$ cat config.mk
export PLATFORM = sky130hd
export DESIGN_NAME = serial_rx_unit
export DESIGN_NICKNAME = d
export VERILOG_FILES = /design/src/rtl/serial_rx_pkg.sv /design/src/rtl/rx_tick_gen.sv /design/src/rtl/rx_frame_engine.sv /design/src/rtl/rx_char_queue.sv /design/src/rtl/serial_rx_unit.sv
export SDC_FILE = /design/constraint.sdc
export NUM_CORES = 1
export LEC_CHECK = 0
export BUFFER_PORTS_ARGS = -buffer_cell sky130_fd_sc_hd__buf_2
export CORE_ASPECT_RATIO = 1.75
export CORE_MARGIN = 2
export CORE_UTILIZATION = 55
export DETAILED_ROUTE_END_ITERATION = 6
export HOLD_SLACK_MARGIN = 0.08
export PLACE_DENSITY = 0.74
export SYNTH_ARGS = -nofsm -noshare
export SYNTH_HDL_FRONTEND = slang
export SYNTH_SLANG_ARGS = --single-unit
$ cat constraint.sdc
create_clock -name clk -period 2.95 [get_ports clk]
set_clock_uncertainty 0.2 [all_clocks]
set_input_delay 0.885 -clock clk [delete_from_list [all_inputs] [get_ports clk]]
set_output_delay 0.885 -clock clk [all_outputs]
set_load 0.02 [all_outputs]
$ cat src/rtl/serial_rx_pkg.sv
// Package: shared types for the serial receiver.
// Assumes: no other block depends on the encodings below.
package serial_rx_pkg;

    // Receive state machine: one state for each field of a frame.
    typedef enum logic [2:0] {
        ST_IDLE,
        ST_START,
        ST_DATA,
        ST_ADDR,
        ST_PAR,
        ST_STOP
    } rx_state_e;

endpackage

$ cat src/rtl/rx_tick_gen.sv
// Module: rx_tick_gen
// Divides the system clock into sampling ticks. One tick lasts presc+1
// clock cycles. restart realigns the divider to the cycle after a start
// edge is detected.
// Assumes: presc stays constant while a frame is being received.
module rx_tick_gen #(
    parameter int PRESC_W = 8
) (
    input  logic               clk,
    input  logic               rst_n,
    input  logic               restart,
    input  logic [PRESC_W-1:0] presc,
    output logic               tick
);

    logic [PRESC_W-1:0] div_q;

    // Prescale counter: wraps at presc and is cleared when a frame starts.
    always_ff @(posedge clk) begin
        if (!rst_n) begin
            div_q <= '0;
        end else if (restart || (div_q == presc)) begin
            div_q <= '0;
        end else begin
            div_q <= div_q + 1'b1;
        end
    end

    assign tick = !restart && (div_q == presc);

endmodule

$ cat src/rtl/rx_frame_engine.sv
// Module: rx_frame_engine
// Recovers bits from the oversampled line, then checks framing, parity and
// the address indicator. Emits a one-cycle done pulse for each accepted
// frame. The mode inputs are latched when the start edge is seen.
// Assumes: OS_FULL is a power of two of at least 8; rxd may be asynchronous.
module rx_frame_engine
    import serial_rx_pkg::*;
#(
    parameter int DATA_BITS = 8,
    parameter int OS_FULL   = 16
) (
    input  logic                 clk,
    input  logic                 rst_n,
    input  logic                 rxd,
    input  logic                 tick,
    input  logic                 dbl_speed,
    input  logic                 par_en,
    input  logic                 par_odd,
    input  logic                 mp_en,
    output logic                 restart,
    output logic                 start_seen,
    output logic                 done,
    output logic [DATA_BITS-1:0] done_data,
    output logic                 done_fe,
    output logic                 done_pe
);

    localparam int PHW = $clog2(OS_FULL);
    localparam int IW  = (DATA_BITS > 1) ? $clog2(DATA_BITS) : 1;
    localparam logic [PHW-1:0] MID_F  = PHW'(OS_FULL / 2);
    localparam logic [PHW-1:0] MID_H  = PHW'(OS_FULL / 4);
    localparam logic [PHW-1:0] LAST_F = PHW'(OS_FULL - 1);
    localparam logic [PHW-1:0] LAST_H = PHW'(OS_FULL / 2 - 1);
    localparam logic [IW-1:0]  LAST_I = IW'(DATA_BITS - 1);

    logic [1:0]           sync_q;
    logic                 prev_q;
    logic                 rx_s;
    rx_state_e            state_q;
    logic [PHW-1:0]       ph_q;
    logic [IW-1:0]        idx_q;
    logic [DATA_BITS-1:0] shreg_q;
    logic                 addr_q, pbit_q, s_a_q, s_b_q;
    logic                 dbl_l, par_l, odd_l, mp_l;
    logic [PHW-1:0]       mid_ph, last_ph;
    logic                 decide, maj;
    rx_state_e            after_data;

    assign rx_s = sync_q[1];

    // Two-stage synchronizer plus a delayed copy for edge detection.
    always_ff @(posedge clk) begin
        if (!rst_n) begin
            sync_q <= 2'b11;
            prev_q <= 1'b1;
        end else begin
            sync_q <= {sync_q[0], rxd};
            prev_q <= sync_q[1];
        end
    end

    assign mid_ph  = dbl_l ? MID_H : MID_F;
    assign last_ph = dbl_l ? LAST_H : LAST_F;
    assign restart = (state_q == ST_IDLE) && prev_q && !rx_s;
    assign decide  = tick && (state_q != ST_IDLE) && (ph_q == mid_ph + 1'b1);
    assign maj     = (s_a_q & s_b_q) | (s_a_q & rx_s) | (s_b_q & rx_s);

    assign after_data = mp_l ? ST_ADDR : (par_l ? ST_PAR : ST_STOP);

    // Bit timing, sampling and field sequencing for one frame.
    always_ff @(posedge clk) begin
        if (!rst_n) begin
            state_q <= ST_IDLE;
            ph_q    <= '0;
            idx_q   <= '0;
            shreg_q <= '0;
            addr_q  <= 1'b0;
            pbit_q  <= 1'b0;
            s_a_q   <= 1'b1;
            s_b_q   <= 1'b1;
            dbl_l   <= 1'b0;
            par_l   <= 1'b0;
            odd_l   <= 1'b0;
            mp_l    <= 1'b0;
        end else if (restart) begin
            state_q <= ST_START;
            ph_q    <= '0;
            idx_q   <= '0;
            dbl_l   <= dbl_speed;
            par_l   <= par_en;
            odd_l   <= par_odd;
            mp_l    <= mp_en;
        end else if (tick && (state_q != ST_IDLE)) begin
            if (ph_q == mid_ph - 1'b1) s_a_q <= rx_s;
            if (ph_q == mid_ph)        s_b_q <= rx_s;
            if (decide) begin
                unique case (state_q)
                    ST_DATA: shreg_q <= {maj, shreg_q[DATA_BITS-1:1]};
                    ST_ADDR: addr_q  <= maj;
                    ST_PAR:  pbit_q  <= maj;
                    default: ;
                endcase
            end
            if (decide && (state_q == ST_START) && maj) begin
                state_q <= ST_IDLE;
            end else if (decide && (state_q == ST_STOP)) begin
                state_q <= ST_IDLE;
            end else if (ph_q == last_ph) begin
                ph_q <= '0;
                unique case (state_q)
                    ST_START: state_q <= ST_DATA;
                    ST_DATA: begin
                        if (idx_q == LAST_I) state_q <= after_data;
                        idx_q <= idx_q + 1'b1;
                    end
                    ST_ADDR: state_q <= par_l ? ST_PAR : ST_STOP;
                    ST_PAR:  state_q <= ST_STOP;
                    default: ;
                endcase
            end else begin
                ph_q <= ph_q + 1'b1;
            end
        end
    end

    assign start_seen = decide && (state_q == ST_START) && !maj;
    assign done       = decide && (state_q == ST_STOP) && (!mp_l || addr_q);
    assign done_data  = shreg_q;
    assign done_fe    = !maj;
    assign done_pe    = par_l && (((^shreg_q) ^ pbit_q) != odd_l);

endmodule

$ cat src/rtl/rx_char_queue.sv
// Module: rx_char_queue
// Queue of DEPTH received characters, each stored with its own error flags,
// plus one holding slot for a character waiting behind a full queue. Keeps
// the overrun flag, which is raised by a start edge while everything is full.
// Assumes: push and start_seen are single-cycle pulses.
module rx_char_queue #(
    parameter int EW    = 10,
    parameter int DEPTH = 2
) (
    input  logic                         clk,
    input  logic                         rst_n,
    input  logic                         push,
    input  logic [EW-1:0]                push_entry,
    input  logic                         pop,
    input  logic                         start_seen,
    output logic [EW-1:0]                head,
    output logic [$clog2(DEPTH+1)-1:0]   count,
    output logic                         hold_full,
    output logic                         ovr
);

    localparam int CW = $clog2(DEPTH + 1);
    localparam logic [CW-1:0] FULL = CW'(DEPTH);

    logic [EW-1:0] slot_q [DEPTH];
    logic [EW-1:0] slot_n [DEPTH];
    logic [EW-1:0] hold_q, hold_n;
    logic [CW-1:0] cnt_q, cnt_n;
    logic          hv_q, hv_n, ovr_q, ovr_n;
    logic          do_pop;

    assign do_pop = pop && (cnt_q != '0);

    // Next state: pop first, then push, then the overrun condition.
    always_comb begin
        slot_n = slot_q;
        hold_n = hold_q;
        cnt_n  = cnt_q;
        hv_n   = hv_q;
        ovr_n  = ovr_q;
        if (do_pop) begin
            for (int i = 0; i < DEPTH - 1; i++) slot_n[i] = slot_q[i+1];
            if (hv_q) begin
                slot_n[DEPTH-1] = hold_q;
                hv_n            = 1'b0;
            end else begin
                cnt_n = cnt_q - 1'b1;
            end
            ovr_n = 1'b0;
        end
        if (push) begin
            if (cnt_n < FULL) begin
                for (int i = 0; i < DEPTH; i++) begin
                    if (CW'(i) == cnt_n) slot_n[i] = push_entry;
                end
                cnt_n = cnt_n + 1'b1;
            end else if (!hv_n) begin
                hold_n = push_entry;
                hv_n   = 1'b1;
            end
        end
        if (start_seen && (cnt_q == FULL) && hv_q && !do_pop) ovr_n = 1'b1;
    end

    // State registers of the queue.
    always_ff @(posedge clk) begin
        if (!rst_n) begin
            for (int i = 0; i < DEPTH; i++) slot_q[i] <= '0;
            hold_q <= '0;
            cnt_q  <= '0;
            hv_q   <= 1'b0;
            ovr_q  <= 1'b0;
        end else begin
            slot_q <= slot_n;
            hold_q <= hold_n;
            cnt_q  <= cnt_n;
            hv_q   <= hv_n;
            ovr_q  <= ovr_n;
        end
    end

    assign head      = slot_q[0];
    assign count     = cnt_q;
    assign hold_full = hv_q;
    assign ovr       = ovr_q;

endmodule

$ cat src/rtl/serial_rx_unit.sv
// Module: serial_rx_unit (top)
// Asynchronous serial receiver with a queue of characters, per-character
// error flags, overrun detection, an address filter and a transmit-empty
// status. Connects the tick divider, the frame engine and the queue.
// Assumes: all host strobes are synchronous to clk.
module serial_rx_unit #(
    parameter int DATA_BITS = 8,
    parameter int PRESC_W   = 8,
    parameter int OS_FULL   = 16,
    parameter int DEPTH     = 2
) (
    input  logic                 clk,
    input  logic                 rst_n,
    input  logic                 rxd,
    input  logic [PRESC_W-1:0]   presc,
    input  logic                 dbl_speed,
    input  logic                 par_en,
    input  logic                 par_odd,
    input  logic                 mp_en,
    input  logic                 rd_strobe,
    input  logic                 tx_wr,
    input  logic                 tx_take,
    output logic [DATA_BITS-1:0] rx_data,
    output logic                 rx_fe,
    output logic                 rx_pe,
    output logic                 rx_ovr,
    output logic                 rx_irq,
    output logic                 tx_empty
);

    localparam int EW = DATA_BITS + 2;
    localparam int CW = $clog2(DEPTH + 1);

    logic                 tick, restart, start_seen, push_v;
    logic [DATA_BITS-1:0] f_data;
    logic                 f_fe, f_pe;
    logic [EW-1:0]        head;
    logic [CW-1:0]        q_count;
    logic                 hold_full;
    logic                 txe_q;

    rx_tick_gen #(.PRESC_W(PRESC_W)) u_tick (
        .clk(clk), .rst_n(rst_n), .restart(restart), .presc(presc), .tick(tick)
    );

    rx_frame_engine #(.DATA_BITS(DATA_BITS), .OS_FULL(OS_FULL)) u_eng (
        .clk(clk), .rst_n(rst_n), .rxd(rxd), .tick(tick),
        .dbl_speed(dbl_speed), .par_en(par_en), .par_odd(par_odd), .mp_en(mp_en),
        .restart(restart), .start_seen(start_seen), .done(push_v),
        .done_data(f_data), .done_fe(f_fe), .done_pe(f_pe)
    );

    rx_char_queue #(.EW(EW), .DEPTH(DEPTH)) u_q (
        .clk(clk), .rst_n(rst_n), .push(push_v), .push_entry({f_data, f_fe, f_pe}),
        .pop(rd_strobe), .start_seen(start_seen), .head(head),
        .count(q_count), .hold_full(hold_full), .ovr(rx_ovr)
    );

    // Transmit-empty status: set by reset and by a take, cleared by a host load.
    always_ff @(posedge clk) begin
        if (!rst_n)       txe_q <= 1'b1;
        else if (tx_wr)   txe_q <= 1'b0;
        else if (tx_take) txe_q <= 1'b1;
    end

    assign tx_empty = txe_q;
    assign rx_data  = head[EW-1:2];
    assign rx_fe    = head[1];
    assign rx_pe    = head[0];
    assign rx_irq   = (q_count != '0);

endmodule

; After elaboration in Yosys (flattened, before gate mapping)
; Index checks and enable logic that the tools add are counted.
[op_classes]
n_addsub = 7
n_lt_le_gt_ge = 1
n_eq_ne = 16
n_mux = 29
bitwise_logic = 12
reduce_logical = 46
[ops]
columns = op, count
row1 = $mux W20, 3
row2 = $mux W10, 3
row3 = $reduce_and A4 Y1, 5
row4 = $eq A4 B4 Y1, 4
row5 = $logic_and A1 B1 Y1, 15
row6 = $mux W3, 5
row7 = $mux W4, 3
row8 = $pmux W3 S4, 1
row9 = $reduce_and A3 Y1, 4
row10 = $mux W1, 10
row11 = $eq A3 B3 Y1 const B, 3
row12 = $add A4 B1 Y4 const B, 2
row13 = $add A8 B1 Y8 const B, 1
row14 = $eq A8 B8 Y1, 1
row15 = $mux W2, 4
row16 = $reduce_bool A2 Y1, 4
row17 = $reduce_xor A8 Y1, 1
row18 = $reduce_bool A7 Y1, 1
row19 = $eq A3 B2 Y1 const B, 2
row20 = $not A1 Y1, 6
row21 = $reduce_bool A3 Y1, 2
row22 = $reduce_bool A6 Y1, 1
row23 = $logic_not A1 Y1, 5
row24 = $ne A5 B2 Y1 const B, 1
row25 = 19 further kinds, 24
[totals]
ff_bits = 72
out_inout_bits = 13

; Logic depth before layout (Yosys ltp)
; Gate-level depths: netlist (run 1).
[logic_depth]
ltp_word = 13
ltp_mapped = 9
ltp_nobuf = 9

; Cells and area by module
; Synthesis (run 1) repeated with hierarchy kept, for this count alone.
[hier_totals]
hier_cells = 436
area_unflattened_um2 = 3902.5
[modules_own_cells]
columns = module, n_inst, cells_per_inst, area_each_um2
row1 = rx_char_queue, 1, 222, 1871.8
row2 = rx_frame_engine, 1, 164, 1520.2
row3 = rx_tick_gen, 1, 46, 475.5
row4 = serial_rx_unit, 1, 4, 35.0

; Worst setup path after synthesis (run 1)
; Ideal clock, no wire load.
[synth_timing]
kind = input port to flip-flop
from = in rd_strobe
to = reg u_q.slot_q, in the netlist u_q.head[6]
setup_ps = 86
arrival_time_ps = 2411
required_ps = 2664
path_slack_ps = 253
path_stages = 7
path_buffers = 1
path_cell_list = nor3b_1 > mux2_2 > buf_2 > ha_1 > nand2_1 > nor3_1 > a211oi_1
[synth_between]
elab_chain_cells = 6
[synth_lines]
columns = element, line_no
row1 = "start, declared", serial_rx_unit.sv:20  ; input logic rd_strobe,
row2 = $logic_and A1 B1 Y1 (*), rx_char_queue.sv:32  ; assign do_pop = pop && (cnt_q != '0);
row3 = $mux W2, rx_char_queue.sv:41  ; if (do_pop) begin
row4 = $logic_not A2 Y1, rx_char_queue.sv:54  ; if (CW'(i) == cnt_n) slot_n[i] = push_entry;
row5 = $mux W10, rx_char_queue.sv:54
row6 = $mux W20, rx_char_queue.sv:52  ; if (cnt_n < FULL) begin
row7 = $mux W20 (*), rx_char_queue.sv:51  ; if (push) begin
row8 = "end signal, assigned", rx_char_queue.sv:74  ; slot_q <= slot_n;
row9 = "end, declared", rx_char_queue.sv:25  ; logic [EW-1:0] slot_q [DEPTH];
; Mark *: on every way between the ends. The rest lies on a longest branch, timed or not.
; A chain may end at the register's enable or synchronous reset.

; Worst setup path after layout (run 1)
[layout_timing]
from = in rd_strobe
to = reg u_q.slot_q, in the netlist u_q.head[9]
; Same word-level chain as after synthesis.

==> qor.txt, run 1 <==
DRT iter0 DRCs: 156
Maximum vdd ir drop: 0.000476 V
N_diodes: 0
Status: finished, final reports clean
Clock Pin Slew Worst Setup and Hold Paths: 60 ps
First-pass GRT wire length: 14,100 µm
Slew Limit Fails: 0
Initial antenna violation count: 0
Final setup fails: 0
Top delay family on crit path: simple AND/OR/NAND/NOR gates
Critical Path, Cell by Cell: buf_2 > nor3b_1 > mux2_2 > ha_1 > nand2_1 > nor3_1 > a211oi_1
Worst Tran Pin Value: 557 ps
Yosys cell types: 50
Seq/Total Area, Yosys: 40.1%
Clock network fraction of design power: 45.3%
Net Count, Synth: 424
TritonCTS clock tree: built
Post-CTS setup buffer count: 0
Critical path data required time: 2990 ps
Antenna Nets Post-Route: 0
Launching point of the worst reg2reg path: u_q.count[1]
Psw: 580 µW
Core Area: 6440 µm²
Syn. warnings: 0
Wire per inst: 16.4 µm
Clk root buf: clkbuf_16
Worst R2R Path Depth: 8
Syn Inst Count: 395
Final nets: 450
Worst Path Buf+Inv: 1
Avg Cell Area, Syn: 9.10 µm²
Min cycle time layout: 2520 ps
Cell Area, Synth: 3590 µm²
Fin area: 4080 µm²
H-Tree Level Count: 3
Clock Path Buffers: 2
Reg power frac: 43.7%
Vias in the first global route: 2,988
CP max stage delay: 420 ps
Rows: 39
Number of buffers added on ports: 30
CTS Sinks: 72
Fillcell total: 584
Total power: 2.28 mW
Hold buffers post-CTS: 0
Leak pwr: 1.79 nW
Max-cap violations: 0
CP Launch Type: primary input
Post-synth EDFFs: 0
Most frequent cell after synthesis: dfxtp_1
Num CTS Buffers: 9
Crit end category: register
Hold Vio Cnt, Final: 0
Cell Int Power: 1.70 mW
Die ar.: 7220 µm²
Routability cong.: 0.841
Final period util: 85.4%
Total power per unit cell area: 559 nW/µm²
Vias/cell: 5.88
Die Y: 111 µm
Largest net degree at the start of global routing: 35
Post-synth top cells: 72 x dfxtp_1, 37 x nand2_1, 33 x mux2i_1
Sw Share: 25.4%
Die W: 65.1 µm
Share of cells above drive strength 1: 14.8%
Slowest-stage cell, CP: mux2_2
Crit Reg-Reg Endpoint: u_q.head[9]
Hold Startpoint: u_eng.sync_q[0]
Cell type with the highest aggregate area in the netlist: dfxtp_1
Combinational share of power: 11.1%
Async set-reset flop share out of synthesis: 0%
Synthesized flop and latch total: 72
HPWL Detailed: 5960 µm
Routed Wire Length: 8340 µm
Clock Latency Late Sink: 330 ps
Crit path kind: in -> reg
Starting Density: 55.8%
Hold path cells: 1
Fmax: 397 MHz
R2R setup slack: 450 ps
Setup_tns: 0 ps
Area after DPL: 3800 µm²
RSZ-0062 raised after global routing: false
GRT overflow: 0
Endpoint, Worst Hold: u_eng.sync_q[1]
Synth top area share: 40.1%
Max_slew headroom: 62.7%
Top cells by area, synth: dfxtp_1 40%, mux2i_1 9.2%, a211oi_1 4.2%, xor2_1 3.9%, nand2_1 3.9%
Num ports: 31
Worst-path maximum fanout: 10
Main synth FF type: dfxtp_1
First-pass DRT Iterations: 4
Via Count: 2,987
Worst endpoint data arrival time: 2560 ps
Total GRT Usage: 25.2%
Min-Delay Path Class: reg -> reg
DRC errors left: 0
Number of gates resized after cts: 0
Syn-to-layout area delta: 13.6%
==> worst max-delay path by stage <==
stage | startpoint | end | slack (ps) | depth (start not counted)
finish | rd_strobe | u_q.head[9] | 430 | 7
global route | u_q.count[1] | u_q.head[4] | 220 | 10
CTS | rd_strobe | u_q.slot_q[6] | 440 | 7
detailed placement | rd_strobe | u_q.head[5] | 110 | 7
global placement | rd_strobe | u_q.head[9] | 140 | 7
floorplan | rd_strobe | u_q.head[6] | 250 | 7
==> stage by stage <==
step / util, % / std cells / worst slack [ps] / hold WS [ps]
3_3_place_gp: 58.9 / 492 / 136 / 199
4_1_cts: 63.4 / 508 / 443 / 215
3_5_place_dp: 58.9 / 492 / 105 / 194
5_1_grt: 63.4 / 508 / 222 / 240
2_1_floorplan: - / 395 / 253 / 186
6_report: 63.4 / 508 / 430 / 212
==> per-layer routing <==
metal  part of all wire, %  track usage [%]  wire (µm)
met3                   3.4             4.97        286
met5                     0                0          0
met2                    55             45.3       4620
met4                   2.3             12.2        189
met1                    39             27.2       3240
==> state kept, by name (all words and copies together), names as in the netlist, 2 cells and up <==
name             count
u_eng.sync_q         2
u_tick.div_q         8
u_q.count            2
u_q.slot_q          10
u_q.head            10
u_eng.ph_q           4
u_eng.state_q        3
u_eng.idx_q          3
u_eng.done_data      8
u_q.hold_q          10
==> cell families after synthesis <==
kind of cell	count (synthesis)	share of synthesized area (%)
simple gates	131	19.2
compound gates	81	15.1
flops	72	40.1
buf+inv	39	5.26
mux	34	9.51
xor+xnor	26	6.72
fa+ha+maj	12	4.11
==> worst register-to-register path, cell delays in order, from the launching register on <==
cell	delay (ps)
dfxtp_1	350
inv_1	70
ha_1	210
nor3b_1	260
mux2_2	420
ha_1	250
nand2_1	330
nor3_1	90
a211oi_1	230
==> power groups by stage <==
stage | combinational, mW | sequential, mW | clock, mW
after global routing | 0.279 | 0.998 | 1.09
after global placement | 0.249 | 1.02 | 0
after detailed placement | 0.251 | 1.02 | 0
after CTS | 0.253 | 0.997 | 1.04
after floorplan | 0.168 | 1.01 | 0
final | 0.253 | 0.997 | 1.03
==> layout by cell type (no fill, tap or decap), types with 10 or more instances in the layout <==
master,n
dfxtp_1,72
nand2_1,37
mux2i_1,33
buf_2,30
a21oi_1,21
nor3_1,20
a211oi_1,20
nor2_1,19
nand3_1,19
xor2_1,16
o21ai_0,16
buf_4,13
ha_1,11
inv_1,10
==> final cells by class <==
| cell class | count | area [µm²] | area share [%] |
|---|---|---|---|
| tap | 82 | 103 | 2.51 |
| timing repair buffer | 43 | 248 | 6.07 |
| sequential | 72 | 1440 | 35.3 |
| multi-input combinational | 284 | 1960 | 48.1 |
| inverter | 11 | 41.3 | 1.01 |
| clock buffer | 14 | 274 | 6.71 |
| clock inverter | 2 | 12.5 | 0.306 |
(Power assumes the default switching activity.)
==> run 2: changes to the inputs <==
- ABC_AREA: unset -> 1
- HOLD_SLACK_MARGIN: 0.08 -> unset
==> run 2 against run 1 <==
  * Via count increased by 9.8%
  * Final cell count up 28%
  * Design area is 2.7% higher
  * Utilization rose by 0.26 points
  * Die area is 4.3% higher
  * Worst hold slack improved by 17 ps
  * Critical path type unchanged
  * Non-clock buffer count fell by 3
  * Clock-buffer cell count fell by 2
  * Combinational power grew 5%
  * Sequential power about the same
  * Critical endpoint is now u_q.head[3]
  * Largest cell class unchanged
==> qor.txt, run 2 <==
Starting Density: 57.0% (was 55.8%)
Sw Share: 25.0% (was 25.4%)
CTS Sinks: 72 (unchanged)
Syn-to-layout area delta: 11.6% (was 13.6%)
Commonest non-fill, non-tap cell in the layout: nand2_1 (was dfxtp_1)
Num CTS Buffers: 9 (unchanged)
Clock network fraction of design power: 45.4% (was 45.3%)
Clk root buf: clkbuf_16 (unchanged)
Worst Tran Pin Value: 767 ps (was 557 ps)
WL met2: 4440 µm (was 4620 µm)
Endpoint, Worst Hold: u_eng.sync_q[1] (unchanged)
Syn Inst Count: 537 (was 395)
Most frequent cells in the layout: 124 x nand2_1, 91 x nor2_1, 72 x dfxtp_1 (was 72 x dfxtp_1, 37 x nand2_1, 33 x mux2i_1)
Net Count, Synth: 566 (was 424)
Hold Vio Cnt, Final: 0 (unchanged)
Clock Pin Slew Worst Setup and Hold Paths: 50 ps (was 60 ps)
Critical Path, Cell by Cell: buf_2 > nand2_1 > nor2_1 > o21ai_0 > ha_1 > nand3_2 > buf_4 > nor2_1 > nor2_1 (was buf_2 > nor3b_1 > mux2_2 > ha_1 > nand2_1 > nor3_1 > a211oi_1)
Cell mode on critical path: nor2_1
Share of cells above drive strength 1: 13.9% (was 14.8%)
Clock Path Buffers: 2 (unchanged)
Critical path data required time: 2980 ps (was 2990 ps)
Reg power frac: 43.3% (was 43.7%)
Worst R2R Path Depth: 11 (was 8)
Post-CTS setup buffer count: 0 (unchanged)
Cell Int Power: 1.77 mW (was 1.70 mW)
Fmax: 401 MHz (was 397 MHz)
Number of gates resized after cts: 0 (unchanged)
Min cycle time layout: 2490 ps (was 2520 ps)
TritonCTS clock tree: built (unchanged)
Yosys cell types: 35 (was 50)
Vias in the first global route: 3,168 (was 2,988)
Hold path cells: 1 (unchanged)
Area after DPL: 3900 µm² (was 3800 µm²)
H-Tree Level Count: 3 (unchanged)
Crit Reg-Reg Endpoint: u_q.head[3] (was u_q.head[9])
Status: finished, final reports clean (unchanged)
Total GRT Usage: 23.0% (was 25.2%)
Fin area: 4190 µm² (was 4080 µm²)
Post-synth top cells: 124 x nand2_1, 91 x nor2_1, 72 x dfxtp_1 (was 72 x dfxtp_1, 37 x nand2_1, 33 x mux2i_1)
Via Count: 3,280 (was 2,987)
Min-Delay Path Class: reg -> reg (unchanged)
Rows: 39 (unchanged)
Cell type with the highest aggregate area in the netlist: dfxtp_1 (unchanged)
Final period util: 84.6% (was 85.4%)
Async set-reset flop share out of synthesis: 0% (unchanged)
Antenna Nets Post-Route: 0 (unchanged)
Met3 Routed Length: 229 µm (was 286 µm)
Wire per inst: 12.1 µm (was 16.4 µm)
Vias/cell: 5.05 (was 5.88)
Synthesized flop and latch total: 72 (unchanged)
Final setup fails: 0 (unchanged)
Number of buffers added on ports: 30 (unchanged)
Worst-path maximum fanout: 19 (was 10)
Max_slew headroom: 48.3% (was 62.7%)
Main synth FF type: dfxtp_1 (unchanged)
Max-cap violations: 0 (unchanged)
WL met1: 3030 µm (was 3240 µm)
CP max stage delay: 610 ps (was 420 ps)
Leak pwr: 2.01 nW (was 1.79 nW)
Cell Area, Synth: 3760 µm² (was 3590 µm²)
HPWL Detailed: 5790 µm (was 5960 µm)
Core Area: 6590 µm² (was 6440 µm²)
Crit end category: register (unchanged)
Routability cong.: 0.959 (was 0.841)
DR top layer: met4 (unchanged)
Most frequent cell after synthesis: nand2_1 (was dfxtp_1)
Slew Limit Fails: 0 (unchanged)
Die Y: 113 µm (was 111 µm)
DRC errors left: 0 (unchanged)
Initial antenna violation count: 0 (unchanged)
Crit path kind: in -> reg (unchanged)
Num ports: 31 (unchanged)
Synth top area share: 38.4% (was 40.1%)
DRT iter0 DRCs: 187 (was 156)
Combinational share of power: 11.3% (was 11.1%)
First-pass DRT Iterations: 4 (unchanged)
Psw: 589 µW (was 580 µW)
Post-synth EDFFs: 0 (unchanged)
Hold Startpoint: u_eng.sync_q[0] (unchanged)
R2R setup slack: 520 ps (was 450 ps)
Die ar.: 7530 µm² (was 7220 µm²)
Routed Wire Length: 7880 µm (was 8340 µm)
Final nets: 592 (was 450)
Setup_tns: 0 ps (unchanged)
CP Launch Type: primary input (unchanged)
Clock Latency Late Sink: 340 ps (was 330 ps)
Die W: 66.5 µm (was 65.1 µm)
Largest net degree at the start of global routing: 37 (was 35)
RSZ-0062 raised after global routing: false (unchanged)
Core Util, Final: 63.6% (was 63.4%)
N_diodes: 0 (unchanged)
Maximum vdd ir drop: 0.000435 V (was 0.000476 V)
Syn. warnings: 0 (unchanged)
Top cells by area, synth: dfxtp_1 38%, nand2_1 12%, nor2_1 9.1%, inv_1 6.0%, a21oi_1 4.8% (was dfxtp_1 40%, mux2i_1 9.2%, a211oi_1 4.2%, xor2_1 3.9%, nand2_1 3.9%)
Total power per unit cell area: 563 nW/µm² (was 559 nW/µm²)
Hold buffers post-CTS: 0 (unchanged)
Avg Cell Area, Syn: 7.00 µm² (was 9.10 µm²)
Slowest-stage cell, CP: o21ai_0 (was mux2_2)
Seq/Total Area, Yosys: 38.4% (was 40.1%)
Launching point of the worst reg2reg path: u_q.count[0] (was u_q.count[1])
GRT overflow: 0 (unchanged)
First-pass GRT wire length: 13,400 µm (was 14,100 µm)
Worst endpoint data arrival time: 2530 ps (was 2560 ps)
## run 2: worst max-delay path, delay by kind of cell
family          cells  cell delay, ps
buf+inv             2             340
fa+ha+maj           1             280
simple gates        5             390
compound gates      1             610
## run 2: stage by stage
step | total power [mW] | hold WS, ps | std cells | setup slack [ps]
CTS | 2.38 | 235 | 649 | 441
floorplan | 1.26 | 193 | 537 | 390
finish | 2.36 | 230 | 649 | 455
global placement | 1.30 | 199 | 634 | 205
global route | 2.46 | 255 | 649 | 205
detailed placement | 1.31 | 221 | 634 | 78.1
## run 2: kinds of logic after synthesis
logic type | count (synthesis) | share of synthesized area, %
xor gates and xnor gates | 19 | 4.63
buffers and inverters | 90 | 11.4
AOI/OAI and AO/OA | 81 | 12.1
and+or+nand+nor | 264 | 29.9
DFF | 72 | 38.4
adders and majority gates | 11 | 3.66
## run 2: layer usage
metal  GRT usage, %  up-vias
li1               -     1726
met2           43.7       53
met4           10.7        0
met1           22.5     1487
met3           4.97       14
met5              0        -
## run 2: worst max path at each step
stage | start | end | slack [ps] | depth (start not counted)
floorplan | rd_strobe | u_q.slot_q[1] | 390 | 8
global placement | rd_strobe | u_q.head[6] | 210 | 10
detailed placement | rd_strobe | u_q.head[3] | 80 | 9
CTS | rd_strobe | u_q.head[9] | 440 | 10
global route | rd_strobe | u_q.head[0] | 210 | 10
finish | rd_strobe | u_q.head[3] | 460 | 9
## run 2: area by class of cell
cell class / count / area [µm²]
fillers: 614 / 2390
multi-input cells: 375 / 1890
flip-flops and latches: 72 / 1440
clock buffers: 12 / 246
inverters: 65 / 245
repair buffers: 40 / 225
well taps: 82 / 103
clock inverters: 3 / 42.5
## run 2: power by group through the flow
stage / clock (mW) / sequential, mW / combinational (mW)
floorplan: 0 / 1.05 / 0.214
global placement: 0 / 1.04 / 0.260
detailed placement: 0 / 1.04 / 0.267
CTS: 1.09 / 1.02 / 0.269
global route: 1.12 / 1.03 / 0.305
finish: 1.07 / 1.02 / 0.266
==> run 3: changes to the inputs <==
- ABC_AREA: 1 -> 0
- clock period: 2.95 -> 2.44 ns (I/O delays scaled with it)
==> run 3 against run 2 <==
  * Via count is 9.3% lower
  * Clock power increased by 15%
  * Global-route usage grew 1.4 points
  * Register-to-register slack lost 380 ps
  * Critical endpoint is now u_q.slot_q[9]
  * Die area shrank 4.2%
  * Worst setup slack got worse by 310 ps
  * Power grew 17%
  * Critical path type is now reg -> reg
  * Largest cell class unchanged
==> qor.txt, run 3 (synthesized netlist as in run 1, its figures left out) <==
Final worst setup slack: 142 ps (was 455 ps)
Num CTS Buffers: 9 (unchanged)
Worst Tran Pin Value: 581 ps (was 767 ps)
TritonCTS clock tree: built (unchanged)
Vias/cell: 5.73 (was 5.05)
First-pass GRT wire length: 13,800 µm (was 13,400 µm)
Pre-CTS setup slack: -172 ps (was 78.1 ps)
Clock Path Buffers: 2 (unchanged)
Total power per unit cell area: 661 nW/µm² (was 563 nW/µm²)
Initial antenna violation count: 0 (unchanged)
Crit end category: register (unchanged)
Min cycle time layout: 2300 ps
First-pass DRT Iterations: 5 (was 4)
Critical Path, Cell by Cell: inv_1 > ha_1 > nor3b_2 > mux2_2 > ha_1 > nand2_2 > nor3_1 > a211oi_1 (was buf_2 > nand2_1 > nor2_1 > o21ai_0 > ha_1 > nand3_2 > buf_4 > nor2_1 > nor2_1)
Worst endpoint data arrival time: 2330 ps (was 2530 ps)
Leak pwr: 1.86 nW (was 2.01 nW)
Min-Delay Path Class: reg -> reg (unchanged)
GR peak layer: met2 (unchanged)
H-Tree Level Count: 3 (unchanged)
Vias in the first global route: 2,983 (was 3,168)
Wire per inst: 15.2 µm (was 12.1 µm)
Met3 Use GR: 5.18% (was 4.97%)
Final nets: 463 (was 592)
Cell mode on critical path: ha_1 (was nor2_1)
N_diodes: 0 (unchanged)
Crit path kind: reg -> reg (was in -> reg)
CTS Sinks: 72 (unchanged)
Max-cap violations: 0 (unchanged)
Clock Pin Slew Worst Setup and Hold Paths: 50 ps (about the same)
Area after DPL: 3900 µm² (unchanged)
DRT iter0 DRCs: 170 (was 187)
GRT overflow: 0 (unchanged)
Status: finished, final reports clean (unchanged)
Maximum vdd ir drop: 0.000576 V (was 0.000435 V)
Largest net degree at the start of global routing: 35 (was 37)
Hold buffers post-CTS: 0 (unchanged)
Clk root buf: clkbuf_16 (unchanged)
Setup_tns: 0 ps (unchanged)
Die W: 65.1 µm (was 66.5 µm)
Clock Latency Late Sink: 330 ps (was 340 ps)
Commonest non-fill, non-tap cell in the layout: dfxtp_1 (was nand2_1)
Via Count: 2,976 (was 3,280)
Rows: 39 (unchanged)
Post-CTS setup buffer count: 0 (unchanged)
Final setup fails: 0 (unchanged)
Die ar.: 7220 µm² (was 7530 µm²)
RSZ-0062 raised after global routing: false (unchanged)
Syn-to-layout area delta: 16.5% (was 11.6%)
Total power: 2.77 mW (was 2.36 mW)
Fmax: 435 MHz
Antenna Nets Post-Route: 0 (unchanged)
DRC errors left: 0 (unchanged)
Max_slew headroom: 61.1% (was 48.3%)
Non-filler cells, final: 519 (was 649)
Total GRT Usage: 24.4% (was 23.0%)
Num ports: 31 (unchanged)
Placed instance count: 505 (was 634)
Critical path data required time: 2470 ps (was 2980 ps)
Worst Path Buf+Inv: 1 (was 2)
Slowest-stage cell, CP: mux2_2 (was o21ai_0)
Share of cells above drive strength 1: 18.1% (was 13.9%)
Met1 Use GR: 25.3% (was 22.5%)
Starting Density: 55.8% (was 57.0%)
Top delay family on crit path: simple AND/OR/NAND/NOR gates (was compound AO/OA/AOI/OAI gates)
Number of buffers added on ports: 30 (unchanged)
CP Launch Type: register (was primary input)
Routability cong.: 0.922 (was 0.959)
Most frequent cells in the layout: 72 x dfxtp_1, 35 x nand2_1, 33 x mux2i_1 (was 124 x nand2_1, 91 x nor2_1, 72 x dfxtp_1)
Core Area: 6440 µm² (was 6590 µm²)
Hold Vio Cnt, Final: 0 (unchanged)
CP max stage delay: 420 ps (was 610 ps)
HPWL Detailed: 5930 µm (was 5790 µm)
Routed Wire Length: 7900 µm (was 7880 µm)
Die Y: 111 µm (was 113 µm)
Fin area: 4190 µm² (about the same)
Final period util: 94.2%
Worst-path maximum fanout: 10 (was 19)
Met2 Usage GRT: 45.2% (was 43.7%)
Slew Limit Fails: 0 (unchanged)
==> run 3: cell count changes in the layout (fill, tap and decap cells not counted), moves of 15 or more <==
cell,before,now
nor3_1,3,20
nor2_1,91,19
mux2i_1,0,33
inv_1,60,10
buf_4,10,26
nand2_1,124,35
a21oi_1,36,21
a211oi_1,1,19
==> run 3: cell type report <==
cell class | count | area, µm²
inverters | 11 | 41.3
clock inverters | 4 | 47.5
multi-input cells | 284 | 1980
repair buffers | 56 | 345
flip-flops and latches | 72 | 1440
clock buffers | 10 | 229
well taps | 82 | 103
fillers | 566 | 2260
==> run 3: power breakdown <==
group          total [mW]  switching, mW  internal [mW]
registers            1.20         0.0129           1.19
logic               0.330          0.206          0.124
clock network        1.23          0.459          0.775
==> run 3: metrics by stage <==
| stage | hold slack [ps] | util [%] |
|---|---|---|
| floorplan | 186 | - |
| global placement | 188 | 60.6 |
| detailed placement | 211 | 60.6 |
| CTS | 223 | 64.9 |
| global route | 260 | 65.0 |
| finish | 211 | 65.0 |
==> run 3: final timing paths <==
check,startpoint,endpoint,slack [ps],cells past startpoint
worst min-delay path,u_eng.sync_q[0],u_eng.sync_q[1],210,1
worst max register to register,u_q.count[0],u_q.slot_q[9],140,8
worst max-delay path,u_q.count[0],u_q.slot_q[9],140,8
worst min register to register,u_eng.sync_q[0],u_eng.sync_q[1],210,1
==> run 3: layer usage <==
metal	share of wire [%]	routed length, µm	vias to the layer above
li1	-	-	1489
met1	37	2930	1395
met2	56	4420	67
met3	3.5	273	25
met4	3.5	274	0
met5	0	0	-
==> run 3: timing repair <==
item / CTS / global route
endpoints found under the hold margin: 0 / 0
gates resized for setup: 0 / 1
endpoints found under the setup margin: 0 / 1
